### src/rtl/devmem_pkg.sv
package devmem_pkg;

    typedef enum logic [1:0] {
        ACC_BYTE  = 2'd0,
        ACC_HALF  = 2'd1,
        ACC_WORD  = 2'd2,
        ACC_MULTI = 2'd3
    } acc_kind_e;

    typedef enum logic [2:0] {
        ST_IDLE,
        ST_AR,
        ST_RD,
        ST_AW,
        ST_WD,
        ST_BR
    } seq_state_e;

    localparam logic [1:0] BURST_INCR = 2'b01;
    localparam int         AXLEN_W    = 8;

    typedef struct packed {
        logic [2:0]         size;
        logic [AXLEN_W-1:0] len;
    } xfer_shape_t;

    // Byte-enable pattern for one beat of the given size at byte offset off.
    function automatic logic [7:0] lane_strobe(input logic [2:0] size, input logic [2:0] off);
        logic [7:0] base;
        case (size)
            3'd0:    base = 8'h01;
            3'd1:    base = 8'h03;
            default: base = 8'h0F;
        endcase
        return base << off;
    endfunction

    // Store data trimmed to the access width and moved to its byte lane.
    function automatic logic [63:0] lane_data(input logic [2:0] size, input logic [2:0] off,
                                              input logic [31:0] d);
        logic [31:0] m;
        case (size)
            3'd0:    m = {24'd0, d[7:0]};
            3'd1:    m = {16'd0, d[15:0]};
            default: m = d;
        endcase
        return {32'd0, m} << {off, 3'b000};
    endfunction

endpackage

### src/rtl/devmem_req_decode.sv
module devmem_req_decode
    import devmem_pkg::*;
#(
    parameter int MAX_REGS = 16,
    parameter int CNT_W    = $clog2(MAX_REGS + 1)
) (
    input  acc_kind_e        kind,
    input  logic [1:0]       addr_lo,
    input  logic [CNT_W-1:0] count,
    output xfer_shape_t      shape,
    output logic             misalign
);
    localparam logic [CNT_W-1:0] MAX_CNT = CNT_W'(MAX_REGS);
    localparam logic [CNT_W-1:0] ONE_CNT = CNT_W'(1);

    always_comb begin
        shape.size = 3'd2;
        shape.len  = '0;
        misalign   = 1'b0;
        case (kind)
            ACC_BYTE: begin
                shape.size = 3'd0;
            end
            ACC_HALF: begin
                shape.size = 3'd1;
                misalign   = addr_lo[0];
            end
            ACC_WORD: begin
                misalign = |addr_lo;
            end
            default: begin
                shape.len = AXLEN_W'(count - ONE_CNT);
                misalign  = (|addr_lo) || (count == '0) || (count > MAX_CNT);
            end
        endcase
    end
endmodule

### src/rtl/devmem_beat_ctr.sv
module devmem_beat_ctr
    import devmem_pkg::*;
(
    input  logic               clk,
    input  logic               rst,
    input  logic               load,
    input  logic               adv,
    input  logic [2:0]         base_off,
    input  logic [2:0]         size,
    input  logic [AXLEN_W-1:0] len,
    output logic [2:0]         beat_off,
    output logic               beat_last
);
    logic [AXLEN_W-1:0] idx;

    always_ff @(posedge clk) begin
        if (rst) begin
            idx <= '0;
        end else if (load) begin
            idx <= '0;
        end else if (adv) begin
            idx <= idx + 1'b1;
        end
    end

    // Beat n lies at base + n * bytes-per-beat; only the lane offset matters here.
    assign beat_off  = base_off + 3'(idx << size);
    assign beat_last = (idx == len);
endmodule

### src/rtl/devmem_wlane.sv
module devmem_wlane
    import devmem_pkg::*;
(
    input  logic [2:0]  size,
    input  logic [2:0]  off,
    input  logic [31:0] src,
    output logic [63:0] lane_wdata,
    output logic [7:0]  lane_wstrb
);
    assign lane_wdata = lane_data(size, off, src);
    assign lane_wstrb = lane_strobe(size, off);
endmodule

### src/rtl/devmem_axi_req.sv
module devmem_axi_req
    import devmem_pkg::*;
#(
    parameter int ADDR_W   = 32,
    parameter int MAX_REGS = 16,
    localparam int CNT_W   = $clog2(MAX_REGS + 1)
) (
    input  logic              clk,
    input  logic              rst,
    input  logic              req_valid,
    output logic              req_ready,
    input  logic              req_write,
    input  logic [1:0]        req_kind,
    input  logic [ADDR_W-1:0] req_addr,
    input  logic [CNT_W-1:0]  req_count,
    input  logic [31:0]       wbeat_data,
    output logic              wbeat_take,
    output logic              arvalid,
    input  logic              arready,
    output logic [ADDR_W-1:0] araddr,
    output logic [1:0]        arburst,
    output logic [2:0]        arsize,
    output logic [7:0]        arlen,
    input  logic              rvalid,
    output logic              rready,
    output logic              awvalid,
    input  logic              awready,
    output logic [ADDR_W-1:0] awaddr,
    output logic [1:0]        awburst,
    output logic [2:0]        awsize,
    output logic [7:0]        awlen,
    output logic              wvalid,
    input  logic              wready,
    output logic [63:0]       wdata,
    output logic [7:0]        wstrb,
    output logic              wlast,
    input  logic              bvalid,
    output logic              bready,
    output logic              done,
    output logic              fault
);
    seq_state_e        st;
    xfer_shape_t       shape_q;
    xfer_shape_t       dec_shape;
    logic              dec_bad;
    logic [ADDR_W-1:0] addr_q;
    logic              fault_q;
    logic              done_q;
    logic              accept;
    logic [2:0]        beat_off;
    logic              beat_last;
    logic              r_hs;
    logic              w_hs;

    assign accept = req_valid && (st == ST_IDLE);
    assign r_hs   = rvalid && rready;
    assign w_hs   = wvalid && wready;

    devmem_req_decode #(
        .MAX_REGS (MAX_REGS),
        .CNT_W    (CNT_W)
    ) u_decode (
        .kind     (acc_kind_e'(req_kind)),
        .addr_lo  (req_addr[1:0]),
        .count    (req_count),
        .shape    (dec_shape),
        .misalign (dec_bad)
    );

    devmem_beat_ctr u_beats (
        .clk       (clk),
        .rst       (rst),
        .load      (accept),
        .adv       (r_hs || w_hs),
        .base_off  (addr_q[2:0]),
        .size      (shape_q.size),
        .len       (shape_q.len),
        .beat_off  (beat_off),
        .beat_last (beat_last)
    );

    devmem_wlane u_wlane (
        .size       (shape_q.size),
        .off        (beat_off),
        .src        (wbeat_data),
        .lane_wdata (wdata),
        .lane_wstrb (wstrb)
    );

    always_ff @(posedge clk) begin
        if (rst) begin
            st      <= ST_IDLE;
            shape_q <= '0;
            addr_q  <= '0;
            fault_q <= 1'b0;
            done_q  <= 1'b0;
        end else begin
            fault_q <= 1'b0;
            done_q  <= 1'b0;
            case (st)
                ST_IDLE: begin
                    if (req_valid) begin
                        if (dec_bad) begin
                            fault_q <= 1'b1;
                        end else begin
                            st      <= req_write ? ST_AW : ST_AR;
                            shape_q <= dec_shape;
                            addr_q  <= req_addr;
                        end
                    end
                end
                ST_AR: if (arready) st <= ST_RD;
                ST_RD: begin
                    if (rvalid && beat_last) begin
                        st     <= ST_IDLE;
                        done_q <= 1'b1;
                    end
                end
                ST_AW: if (awready) st <= ST_WD;
                ST_WD: if (wready && beat_last) st <= ST_BR;
                ST_BR: begin
                    if (bvalid) begin
                        st     <= ST_IDLE;
                        done_q <= 1'b1;
                    end
                end
                default: st <= ST_IDLE;
            endcase
        end
    end

    assign req_ready  = (st == ST_IDLE);
    assign arvalid    = (st == ST_AR);
    assign araddr     = addr_q;
    assign arburst    = BURST_INCR;
    assign arsize     = shape_q.size;
    assign arlen      = shape_q.len;
    assign rready     = (st == ST_RD);
    assign awvalid    = (st == ST_AW);
    assign awaddr     = addr_q;
    assign awburst    = BURST_INCR;
    assign awsize     = shape_q.size;
    assign awlen      = shape_q.len;
    assign wvalid     = (st == ST_WD);
    assign wlast      = wvalid && beat_last;
    assign wbeat_take = w_hs;
    assign bready     = (st == ST_BR);
    assign done       = done_q;
    assign fault      = fault_q;
endmodule

### config.mk
export PLATFORM = sky130hd
export DESIGN_NAME = devmem_axi_req
export DESIGN_NICKNAME = d
export VERILOG_FILES = /design/src/rtl/devmem_pkg.sv /design/src/rtl/devmem_req_decode.sv /design/src/rtl/devmem_beat_ctr.sv /design/src/rtl/devmem_wlane.sv /design/src/rtl/devmem_axi_req.sv
export SDC_FILE = /design/constraint.sdc
export NUM_CORES = 1
export LEC_CHECK = 0
export BUFFER_PORTS_ARGS = -buffer_cell sky130_fd_sc_hd__buf_2
export CAP_MARGIN = 15
export CORE_MARGIN = 1.5
export CORE_UTILIZATION = 40
export CTS_CLUSTER_DIAMETER = 60
export CTS_CLUSTER_SIZE = 40
export DETAILED_ROUTE_END_ITERATION = 10
export PLACE_DENSITY = 0.85
export SLEW_MARGIN = 20
export SYNTH_ARGS = -nofsm -noshare
export SYNTH_HDL_FRONTEND = slang
export SYNTH_HIERARCHICAL = 1
export SYNTH_SLANG_ARGS = --single-unit
### constraint.sdc
create_clock -name clk -period 2.55 [get_ports clk]
set_clock_uncertainty 0.2 [all_clocks]
set_input_delay 0 -clock clk [delete_from_list [all_inputs] [get_ports clk]]
set_output_delay 0 -clock clk [all_outputs]
set_load 0.005 [all_outputs]
# == Yosys cells after proc, flatten, opt, wreduce, memory -nomap -nowiden ==
# Cells that the tools add are included.
# totals
ff_bits,56
in_bits,80
out_inout_bits,172
wordCells,70
# op_classes
n_addsub,3
magnitude_cmp,1
eq_ne,16
shifts,3
muxes,18
n_bitwise,3
n_reduce_logical,19
# ops
cell,count
32-bit one-hot mux with 2 select lines,1
32-bit by 6-bit left shift with 64-bit output,1
3-bit 2-to-1 mux,7
3-bit one-hot mux with 6 select lines,1
"8-bit by 1-bit adder with 8-bit output, second input constant",1
8-bit equality test,1
8-bit 2-to-1 mux,1
"2-bit by 1-bit inequality test with 1-bit output, second input constant",4
4-bit one-hot mux with 2 select lines,1
4-bit by 3-bit left shift with 8-bit output,1
8-bit by 3-bit left shift with 3-bit output,1
7-bit AND reduction,1
"3-bit by 1-bit equality test with 1-bit output, second input constant",2
"3-bit by 2-bit equality test with 1-bit output, second input constant",2
"3-bit equality test, second input constant",2
1-bit logical AND,6
3-bit zero test,2
"2-bit inequality test, second input constant",3
3-bit OR reduction,2
"5-bit by 1-bit subtractor with 6-bit output, second input constant",1
"5-bit > comparator, second input constant",1
5-bit zero test,1
2-bit one-hot mux with 2 select lines,1
2-bit OR reduction,2
other kinds (11),17

# == Longest topological paths before layout ==
# logic_depth
ltp_word,7
depth_mapped,12
depth_no_buf,11

# == By module ==
# Netlist, hierarchy kept.
# by_module_without_submodules
module,n_inst,cells_per_inst,area_each_um2,seq_area_each_um2
devmem_axi_req,1,280,2192.1,960.9
devmem_wlane,1,191,1227.4,0.0
devmem_beat_ctr,1,62,541.8,160.2
devmem_req_decode,1,25,150.1,0.0

# == Least setup slack after synthesis ==
# No wires, ideal clock.
# synth_timing
path_kind,register to output
start,"register shape_q, in the netlist arsize[0]"
end,output port wstrb[6]
arrival_ns,2.629
required_ns,2.350
setup_slack_ns,-0.279
path_stages_with_launch,12
path_buffers,1
cell_sequence,dfxtp_1 > or2b_1 > nor3_1 > ha_1 > inv_1 > fa_1 > xnor2_1 > xnor2_1 > inv_2 > clkbuf_1 > mux2_1 > o22ai_1
# synth_via
elab_chain_cells,3
# synth_rtl
item,line_no,source
"start, declared",devmem_axi_req.sv:43,xfer_shape_t shape_q;
"start signal, assigned",devmem_axi_req.sv:107,shape_q <= dec_shape;
8-bit by 3-bit left shift with 3-bit output,devmem_beat_ctr.sv:27,assign beat_off = base_off + 3'(idx << size);
3-bit adder,devmem_beat_ctr.sv:27,
named net beat_off[2],devmem_axi_req.sv:50,logic [2:0] beat_off;
4-bit by 3-bit left shift with 8-bit output,devmem_pkg.sv:35,return base << off;
"end, declared",devmem_axi_req.sv:35,"output logic [7:0] wstrb,"
# The timed path passes the listed nets, and every way through them passes these cells.

# == Worst setup path after layout ==
# layout_timing
start,register u_beats.idx[0]
end,output port wdata[29]
# layout_via
elab_chain_cells,3
# layout_rtl
item,line_no,source
"start, declared",devmem_beat_ctr.sv:14,logic [AXLEN_W-1:0] idx;
"start signal, assigned",devmem_beat_ctr.sv:22,idx <= idx + 1'b1;
8-bit by 3-bit left shift with 3-bit output,devmem_beat_ctr.sv:27,
3-bit adder,devmem_beat_ctr.sv:27,
named net beat_off[2],devmem_axi_req.sv:50,
32-bit by 6-bit left shift with 64-bit output,devmem_pkg.sv:47,"return {32'd0, m} << {off, 3'b000};"
"end, declared",devmem_axi_req.sv:34,"output logic [63:0] wdata,"
# The timed path passes the listed nets, and every way through them passes these cells.

==> reports/qor.csv <==
metric,value,unit
Worst Hold Class,in -> reg,
Cells after Synth,558,
Layout Utilization,66.6,%
PwrDens,587,mW/mm2
"Req. time, crit path",2350,ps
Register-to-Register Path Depth,6,
minimum clock period,3020,ps
CP max stage cell,dfxtp_2,
max-cap violations,0,
CP bufs+invs,5,
TritonCTS Buffers,5,
CTS root buffer,clkbuf_8,
Syn Area/Cell,7.37,um2
Slew Limit Fails,0,
die area,0.0109,mm2
P_sw,0.00156,W
Final #Nets,938,
final worst-path cycle share,119,%
"slowest stage delay, CP",340,ps
starting density of the core,41.7,%
FF+latch area,0.00112,mm2
VDD IR max,0.419,mV
Iter 0 DRT Violations,450,
Area Growth Syn to Fin,59.8,%
detailed placement HPWL,10500,um
Logic pwr share,56.2,%
clk slew on worst S/H paths,110,ps
vias in the first global route,5220,
Fill cells,708,
GPL Wtd Cong,0.952,
met2 wire length,8940,um
Total Wirelength,17400,um
antenna-violating nets left,0,
via count,5552,
CP Capture Type,primary output,
Crit Reg-Reg Endpoint,araddr[12]$_SDFFE_PP0P_,
"Cell Area, Synth",0.00411,mm2
worst-margin pin slew,618,ps
Vias/cell,5.61,
cell chain of the critical path,or2b_1 > nor3_2 > ha_2 > inv_2 > fa_2 > xnor2_2 > xnor2_2 > inv_2 > nand2_4 > buf_8 > buf_12 > o22ai_1 > buf_2,
grt total ovfl,0,
top cell type by total area after synthesis,dfxtp_1,
met3 routed WL,1410,um
initial antenna violation count,1,
final hold violations,0,
post-synth cell types,50,
highest routed layer,met4,
setup ws final,-474,ps
CTS sink count,56,
multi-input logic area,0.00268,mm2
Synth Flop Type,dfxtp_1,
share of post-route cells with drive strength above 1,45.4,%
H-tree depth,2,
post-route met1 wirelength,6150,um
DIE WIDTH,104,um
largest net degree at the start of global routing,40,
Rel. slew slack,58.6,%
Setup CP Type,reg -> out,
Leakage,3.16,nW
Reg2Reg Setup Slack,100,ps
internal power,0.00230,W
CTS Buffer Depth,2,
Die H,104,um
Finished Layout Cells,989,
status,"finished, violations left",
CP arrival,2820,ps
worst r2r src,st[0]$_SDFFE_PP0P_,
CTS tree,yes,
Placed Area,0.00530,mm2
WL/cell,17.6,um
IO buf count,247,
area share of the largest cell type after synthesis,27.3,%
worst skew pair latency,320,ps
RSZ-0062 raised after global routing,true,
io pins,252,
#FFs+latches synth,56,
failing checks,negative setup slack,
global-route wire length before repair,25800,um
"most common cell after layout, fill and taps aside",buf_2,
DRC,0,
placed cells,895,
iteration count of the initial detailed-routing pass,5,
Synth area leaders,"dfxtp_1 (27%), nand2_1 (10%), buf_4 (9.3%)",
Max Clk Rate,0.331,GHz
register area share after synthesis,27.3,%
synth warn,6,
WP depth,13,
Total GRT Usage,28.8,%
Post-synth EDFFs,0,
Sequential Power Share,28.0,%
"CP delay by family, top",buffers and inverters,
ys async rst share,0,%
Critical Path Sink,wdata[29],
Sw Share,40.4,%
"commonest non-fill, non-tap cells in the layout","buf_2 (246), nand2_1 (110), dlygate4sd3_1 (64)",
Rows,36,
core area,0.00986,mm2
crit path launch type,register,
setup violators final,73,
critical path startpoint,u_beats/idx[0]$_SDFFE_PP0P_,
worst-path fanout max,8,
Layout Cell Area excl Fill,0.00657,mm2
Clk pwr share,15.8,%
synthesized netlist by cell type, types with 9 or more instances:
| master | instances |
|---|---|
| dfxtp_1 | 56 |
| mux2_2 | 12 |
| and2_1 | 19 |
| nand2_1 | 115 |
| nor2_1 | 46 |
| clkbuf_1 | 16 |
| nor3b_1 | 9 |
| o22ai_1 | 27 |
| a21oi_1 | 63 |
| buf_4 | 51 |
| xnor2_1 | 14 |
sequential cells by signal, summed over array words and instances (netlist names):
signal,cells
u_beats/idx,8
arlen,8
st,3
done,1
arsize,3
araddr,32
fault,1
cell type report:
| type | instances | share of cell area, % |
|---|---|---|
| Inverter | 8 | 0.571 |
| Multi-Input combinational cell | 414 | 40.8 |
| Antenna cell | 1 | 0.0381 |
| Timing Repair Buffer | 369 | 37.2 |
| Clock buffer | 5 | 1.05 |
| Tap cell | 133 | 2.53 |
| Sequential cell | 56 | 17.1 |
| Clock inverter | 3 | 0.705 |
worst reg2reg max path, delay by kind of cell (launching register included):
family | cells | cell delay, ps
buffers and inverters | 2 | 850
DFF | 1 | 500
and+or+nand+nor | 3 | 660
AOI/OAI and AO/OA | 1 | 180
metrics by stage:
stage	hold slack [ps]	TNS, ps	total power [W]	setup slack [ps]
final	22.0	-25100	0.00385	-474
after global routing	83.9	-32730	0.00404	-556
after CTS	18.5	-21770	0.00360	-367
after detailed placement	48.0	-2880	0.00275	-128
after global placement	40.8	-556	0.00273	-56.9
after floorplan	-94.4	-253	0.00215	-57.3
how the worst min path moves through the flow:
stage | startpoint | end | slack [ps] | cells after the start
global route | rvalid | st[2]$_SDFFE_PP0P_ | 80 | 5
finish | rvalid | st[2]$_SDFFE_PP0P_ | 20 | 5
floorplan | wbeat_data[24] | wdata[48] | -90 | 1
global placement | req_addr[5] | araddr[5]$_SDFFE_PP0P_ | 40 | 3
CTS | rvalid | st[0]$_SDFFE_PP0P_ | 20 | 5
detailed placement | req_addr[12] | araddr[12]$_SDFFE_PP0P_ | 50 | 3
per-layer routing:
layer / GRT usage (%) / vias up
met1: 30.3 / 2575
li1: - / 2475
met4: 14.6 / 0
met5: 0 / -
met3: 5.76 / 90
met2: 53.9 / 412
logic make-up after synthesis:
kind of cell	count (synthesis)	synth area share [%]
AOI/OAI and AO/OA	134	20.7
xor gates and xnor gates	18	3.83
adders and majority gates	4	1.40
buffers and inverters	90	14.4
DFF	56	27.3
muxes	21	5.51
other	3	0.274
and+or+nand+nor	232	26.6
timing repair:
action | 4_1_cts | 5_1_grt
endpoints found under the hold margin | 46 | 0
gates resized for setup | 35 | 34
endpoints found under the setup margin | 72 | 86
hold buffers | 65 | 0
gates cloned | 1 | 2
buffers inserted | 15 | 3
pin swaps | 14 | 15
power groups by stage:
| stage | Sequential [W] | Clock (W) | Combinational, W |
|---|---|---|---|
| final | 0.00108 | 0.000608 | 0.00217 |
| after global routing | 0.00109 | 0.000648 | 0.00230 |
| after CTS | 0.00107 | 0.000612 | 0.00191 |
| after detailed placement | 0.00109 | 0 | 0.00166 |
| after global placement | 0.00109 | 0 | 0.00164 |
| after floorplan | 0.00108 | 0 | 0.00108 |
Note: power is estimated with default switching activity, not from simulation.
